<file path="src/rtl/bclr_pkg.sv">
package bclr_pkg;

    typedef enum logic [2:0] {
        ST_IDLE,
        ST_LOW,
        ST_HIGH,
        ST_STOP_LOW,
        ST_STOP_HIGH,
        ST_RELEASE
    } bclr_state_e;

    typedef struct packed {
        bclr_state_e state;
        logic        done;
    } bclr_regs_t;

endpackage

</file>
<file path="src/rtl/bclr_timer.sv">
module bclr_timer #(
    parameter int TICK_W = 16
) (
    input  logic              clk,
    input  logic              rst_n,
    input  logic              clr,
    input  logic              en,
    input  logic [TICK_W-1:0] limit_m1,
    output logic              expire
);
    localparam logic [TICK_W-1:0] ONE = TICK_W'(1);

    logic [TICK_W-1:0] cnt_d, cnt_q;

    always_comb begin
        expire = en && (cnt_q >= limit_m1);
        cnt_d  = cnt_q;
        if (clr || expire) cnt_d = '0;
        else if (en)       cnt_d = cnt_q + ONE;
    end

    always_ff @(posedge clk or negedge rst_n) begin
        if (!rst_n) cnt_q <= '0;
        else        cnt_q <= cnt_d;
    end

    AST_TIMER_CLEARED: assert property (@(posedge clk) disable iff (!rst_n)
        clr |=> (cnt_q == '0));

endmodule

</file>
<file path="src/rtl/bclr_pulse_count.sv">
module bclr_pulse_count #(
    parameter int PULSES = 9
) (
    input  logic clk,
    input  logic rst_n,
    input  logic clr,
    input  logic inc,
    output logic last
);
    localparam int              CNT_W  = (PULSES > 1) ? $clog2(PULSES) : 1;
    localparam logic [CNT_W-1:0] LAST_V = CNT_W'(PULSES - 1);
    localparam logic [CNT_W-1:0] ONE    = CNT_W'(1);

    logic [CNT_W-1:0] cnt_d, cnt_q;

    always_comb begin
        cnt_d = cnt_q;
        if (clr)      cnt_d = '0;
        else if (inc) cnt_d = cnt_q + ONE;
        last = (cnt_q == LAST_V);
    end

    always_ff @(posedge clk or negedge rst_n) begin
        if (!rst_n) cnt_q <= '0;
        else        cnt_q <= cnt_d;
    end

    AST_PULSE_BOUND: assert property (@(posedge clk) disable iff (!rst_n)
        cnt_q <= LAST_V);

endmodule

</file>
<file path="src/rtl/i2c_bus_clear.sv">
module i2c_bus_clear #(
    parameter int TICK_W = 16,
    parameter int PULSES = 9
) (
    input  logic              clk,
    input  logic              rst_n,
    input  logic [TICK_W-1:0] half_ticks,
    input  logic              start,
    input  logic              scl_in,
    input  logic              sda_in,
    output logic              scl_pull,
    output logic              sda_pull,
    output logic              busy,
    output logic              done
);
    import bclr_pkg::*;

    localparam logic [TICK_W-1:0] ONE = TICK_W'(1);

    bclr_regs_t        r_d, r_q;
    logic [TICK_W-1:0] limit_m1;
    logic              t_clr, t_en, t_expire;
    logic              p_clr, p_inc, p_last;

    assign limit_m1 = (half_ticks == '0) ? '0 : (half_ticks - ONE);

    bclr_timer #(.TICK_W(TICK_W)) u_timer (
        .clk      (clk),
        .rst_n    (rst_n),
        .clr      (t_clr),
        .en       (t_en),
        .limit_m1 (limit_m1),
        .expire   (t_expire)
    );

    bclr_pulse_count #(.PULSES(PULSES)) u_pulses (
        .clk   (clk),
        .rst_n (rst_n),
        .clr   (p_clr),
        .inc   (p_inc),
        .last  (p_last)
    );

    always_comb begin
        r_d      = r_q;
        r_d.done = 1'b0;
        t_clr    = 1'b0;
        t_en     = 1'b0;
        p_clr    = 1'b0;
        p_inc    = 1'b0;
        case (r_q.state)
            ST_IDLE: begin
                t_clr = 1'b1;
                p_clr = 1'b1;
                if (start) r_d.state = ST_LOW;
            end
            ST_LOW: begin
                t_en = 1'b1;
                if (t_expire) r_d.state = ST_HIGH;
            end
            ST_HIGH: begin
                t_en  = scl_in;
                t_clr = !scl_in;
                if (t_expire) begin
                    if (p_last) begin
                        p_clr     = 1'b1;
                        r_d.state = ST_STOP_LOW;
                    end else begin
                        p_inc     = 1'b1;
                        r_d.state = ST_LOW;
                    end
                end
            end
            ST_STOP_LOW: begin
                t_en = 1'b1;
                if (t_expire) r_d.state = ST_STOP_HIGH;
            end
            ST_STOP_HIGH: begin
                t_en  = scl_in;
                t_clr = !scl_in;
                if (t_expire) r_d.state = ST_RELEASE;
            end
            ST_RELEASE: begin
                t_clr = 1'b1;
                if (sda_in && scl_in) begin
                    r_d.state = ST_IDLE;
                    r_d.done  = 1'b1;
                end
            end
            default: r_d.state = ST_IDLE;
        endcase
    end

    always_ff @(posedge clk or negedge rst_n) begin
        if (!rst_n) begin
            r_q.state <= ST_IDLE;
            r_q.done  <= 1'b0;
        end else begin
            r_q <= r_d;
        end
    end

    assign scl_pull = (r_q.state == ST_LOW) || (r_q.state == ST_STOP_LOW);
    assign sda_pull = (r_q.state == ST_STOP_LOW) || (r_q.state == ST_STOP_HIGH);
    assign busy     = (r_q.state != ST_IDLE);
    assign done     = r_q.done;

    AST_START_LAUNCH: assert property (@(posedge clk) disable iff (!rst_n)
        (!busy && start) |=> (busy && scl_pull));
    AST_STRETCH_HOLD: assert property (@(posedge clk) disable iff (!rst_n)
        (r_q.state == ST_HIGH && !scl_in) |=> (r_q.state == ST_HIGH));
    AST_SDA_PULL_UNDER_LOW_SCL: assert property (@(posedge clk) disable iff (!rst_n)
        $rose(sda_pull) |-> scl_pull);
    AST_SDA_FREE_IS_STOP: assert property (@(posedge clk) disable iff (!rst_n)
        $fell(sda_pull) |-> !scl_pull);
    AST_STOP_AFTER_LAST: assert property (@(posedge clk) disable iff (!rst_n)
        $rose(sda_pull) |-> $past(p_last));
    AST_DONE_SINGLE: assert property (@(posedge clk) disable iff (!rst_n)
        done |=> !done);
    AST_DONE_AT_END: assert property (@(posedge clk) disable iff (!rst_n)
        $fell(busy) |-> done);

endmodule

</file>
<file path="config.mk">
export PLATFORM = sky130hd
export DESIGN_NAME = i2c_bus_clear
export DESIGN_NICKNAME = d
export VERILOG_FILES = /design/src/rtl/bclr_pkg.sv /design/src/rtl/bclr_timer.sv /design/src/rtl/bclr_pulse_count.sv /design/src/rtl/i2c_bus_clear.sv
export SDC_FILE = /design/constraint.sdc
export NUM_CORES = 1
export LEC_CHECK = 0
export ABC_AREA = 1
export CORE_UTILIZATION = 45
export DETAILED_ROUTE_END_ITERATION = 8
export PLACE_DENSITY_LB_ADDON = 0.3
export SLEW_MARGIN = 20
export SYNTH_ARGS = -nofsm -noshare
export SYNTH_HDL_FRONTEND = slang
export SYNTH_SLANG_ARGS = --single-unit
</file>
<file path="constraint.sdc">
create_clock -name clk -period 1.7 [get_ports clk]
set_clock_uncertainty 0.15 [all_clocks]
set_input_delay 0.34 -clock clk [delete_from_list [all_inputs] [get_ports clk]]
set_output_delay 0.34 -clock clk [all_outputs]
set_load 0.02 [all_outputs]
</file>
==> impl_metrics.toml <==
[grt]
grt_use_met1_pct = 28.4
use_met2_pct = 49.1
grt_overflow_total = 0
grt.busiest_layer = "met2"
grt_pass1_wl_um = 10300
use_met3_pct = 1.97
grt_usage_pct = 25.3
grt_max_degree = 25
antenna_found_initial = 0
grt_pass1_vias = 2507

[clock_network]
clk_latency_ns = 0.27
cts.path.max_buffers = 2
cts_tree = "built"
numCtsBuffers = 3
clock_tree.htree_level_count = 1
cts_root_buf = "clkbuf_8"
clkSinkCount = 24
path_clk_slew_ns = 0.09

[yosys]
synth.most_common_cell = "nand2_1"
ys_async_sr_fraction_pct = 100
ys_top_cells_by_area = "dfrtp_1, ha_1, nand2_1, nor2_1, inv_1"
synth_ff_type = "dfrtp_1"
syn_nets = 348
ys_seq_area_share_pct = 27.6
yosysUniqueCellTypes = 32
syn_inst = 306
ys_seq_elements = 24
synth_top_cell_area_share_pct = 27.6
synth_edf_count = 0
ys_warn_count = 0
synth_commonest_cells = "nand2_1, nor2_1, inv_1"
synth_top_cell_by_area = "dfrtp_1"
syn_area_sq_mm = 0.00218
syn_avg_cell_area_sq_um = 7.11

[sta]
hold_violations = 0
max_freq_ghz = 0.375
slew_viol_final = 0
worstMarginPinSlew_ns = 0.568
period_needed_ns = 2.66
setup_slack_ns = -0.964
max-slew-margin-rel_pct = 61.8
setup_viol = 25
grt_setup_unrepaired = "yes"
fin_crit_sh_pct = 157
finalHoldWorstSlack_ns = 0.266

[final_layout]
area_growth_pct = 65.1
area.sequential_sq_um = 601
layout.nets = 460
design_area_sq_mm = 0.00359
drive_above_1_share_pct = 46.8
insertedDiodeCount = 0
multi_input_comb_area_sq_mm = 0.00181
nFillCells = 283
utilization_pct = 79.8

[drt]
route.detailed.drc = 0
wire_per_inst_um = 13.2
first_pass_iters = 4
detailroute.via_count = 2395
drtIter0Drc = 83
drt_wl_total_um = 6190
ant_nets = 0
drt-vias-per-instance = 5.11

[critical_path]
r2r_slack_ns = -0.44
timing.rr.end = "u_timer.cnt_q[3]"
crit_path_frequent_cell = "nand2_1"
crit_type = "input pin to register"
cp_max_fo = 6
cp_cell_sequence = "buf_8, nor3_4, nand3_2, nor2_2, nand2_1, nor2_2, nand3_1, xor2_1, nand2_1, ha_4, nand2_2, o21ai_1, a21oi_2, buf_4, nand2_8, nand2_4, nand2_4, nand3_4, nand2_1, nand2_1"
cpPeakStageDelay_ns = 0.29
worstPathArrival_ns = 2.69
cp-end-kind = "register"
crit_start = "half_ticks[2]"
crit_path_start_kind = "input pin"
reg2regPathDepth = 8
cp-endpoint = "r_q[2]"
r2r-start = "r_q[1]"
slowest_stage = "ha_4"
required_ns = 1.72

[run_status]
failed_checks = "setup timing"
status = "complete, but fails checks"

[die]
dieWidth_um = 71.5
design.core.area_sq_mm = 0.00450
rows = 24
die-area_sq_mm = 0.00512
start_util_pct = 48.3
ios = 25
die_y_um = 71.5

[power]
pwr-share-seq_pct = 22.7
leakagePower_nw = 1.74
p_int_mw = 1.75
clock_power_share_pct = 17.3
finalPower_mw = 2.97
switchingPower_mw = 1.22
pwr-share-comb_pct = 60.0
sw_frac_of_total_pct = 41.0
p_per_area_mw_per_mm2 = 828
irDropWorstVdd_uv = 980

[flow_run]
cap_violations = 0

[hold_path]
min_path_type = "input pin to async pin"

[placed_design]
placed_cell_area_sq_mm = 0.00298
gp_congestion = 0.927
portBuffers = 24
dp_hpwl_um = 4290
[worst min path at each step]
stage                                 start           endpoint  cells past startpoint
after floorplan                       rst_n               done                      0
after global placement    u_pulses.cnt_q[0]  u_pulses.cnt_q[0]                      2
after detailed placement  u_pulses.cnt_q[1]  u_pulses.cnt_q[1]                      2
after CTS                             rst_n  u_timer.cnt_q[14]                      2
after global routing                  rst_n   u_timer.cnt_q[9]                      2
final                                 rst_n   u_timer.cnt_q[9]                      2
[worst max-delay path: cells and delay by family]
family	cells	cell delay, ns
AO/OA/AOI/OAI	2	0.23
AND/OR/NAND/NOR	14	1.37
XOR/XNOR	1	0.17
adder cells (fa/ha/maj)	1	0.29
buffers and inverters	2	0.26
[layer usage]
layer  part of all wire (%)  wire length (um)  vias to the layer above
met2                     55              3380                       47
met3                    2.2               134                       15
met1                     41              2530                     1109
met5                      0                 0                        -
li1                       -                 -                     1224
met4                    2.3               144                        0
[power groups by stage]
stage / Clock [mW] / Sequential, mW / Combinational, mW
after CTS: 0.516 / 0.675 / 1.56
after global placement: 0 / 0.680 / 1.25
after global routing: 0.539 / 0.682 / 1.94
final: 0.513 / 0.676 / 1.78
after detailed placement: 0 / 0.684 / 1.28
after floorplan: 0 / 0.668 / 0.745
[cells by family after synthesis]
| family | after synthesis | synth area share (%) |
|---|---|---|
| XOR/XNOR | 14 | 5.64 |
| flip-flops | 24 | 27.6 |
| AO/OA/AOI/OAI | 32 | 8.40 |
| buffers and inverters | 45 | 8.28 |
| AND/OR/NAND/NOR | 170 | 38.0 |
| adder cells (fa/ha/maj) | 21 | 12.1 |
[stage by stage]
stage          TNS [ns]  setup slack (ns)  cells
6_report         -20.66            -0.964    469
5_1_grt          -26.77             -1.22    469
4_1_cts          -19.42            -0.896    464
3_5_place_dp     -35.76             -1.63    445
3_3_place_gp     -33.53             -1.49    445
2_1_floorplan    -18.94            -0.884    306
[final cells by class]
type / count / share of cell area, %
inverter: 42 / 4.53
timing repair inverter: 1 / 0.209
clock inverter: 1 / 0.836
tap: 52 / 1.81
sequential: 24 / 16.7
timing repair buffer: 109 / 24.3
multi-input combinational: 237 / 50.4
clock buffer: 3 / 1.15
[sequential cells by signal, summed over array words and instances (netlist names)]
| register | cells |
|---|---|
| u_timer.cnt_q | 16 |
| u_pulses.cnt_q | 4 |
| r_q | 3 |
| done | 1 |
[layout by cell type, fill, tap and decap left out, drive strengths merged]
cell type,netlist,routed
inv,42,42
nor3,7,7
or2,3,3
ha,21,21
and2,1,1
dlygate4sd2,0,3
a31oi,3,3
o22ai,2,2
nor3b,5,5
clkdlybuf4s15,0,3
nor4,2,2
o21ai,11,11
a21oi,14,14
dlymetal6s2s,0,1
clkbuf,1,7
o31ai,1,1
nand2,71,71
bufinv,0,1
dfrtp,24,24
nand3,20,20
nand4,15,15
xor2,9,9
nor2,46,46
clkinvlp,0,1
clkdlybuf4s50,0,4
buf,2,94
a21boi,1,1
xnor2,5,5
[what timing repair did]
item | in CTS | in global routing
hold buffers | 0 | 0
gates cloned | 1 | 0
setup endpoints to repair | 26 | 27
setup buffers | 14 | 5
pin swaps | 39 | 38
gates resized for setup | 104 | 57
No activity file was read; power rests on OpenSTA's default activity.
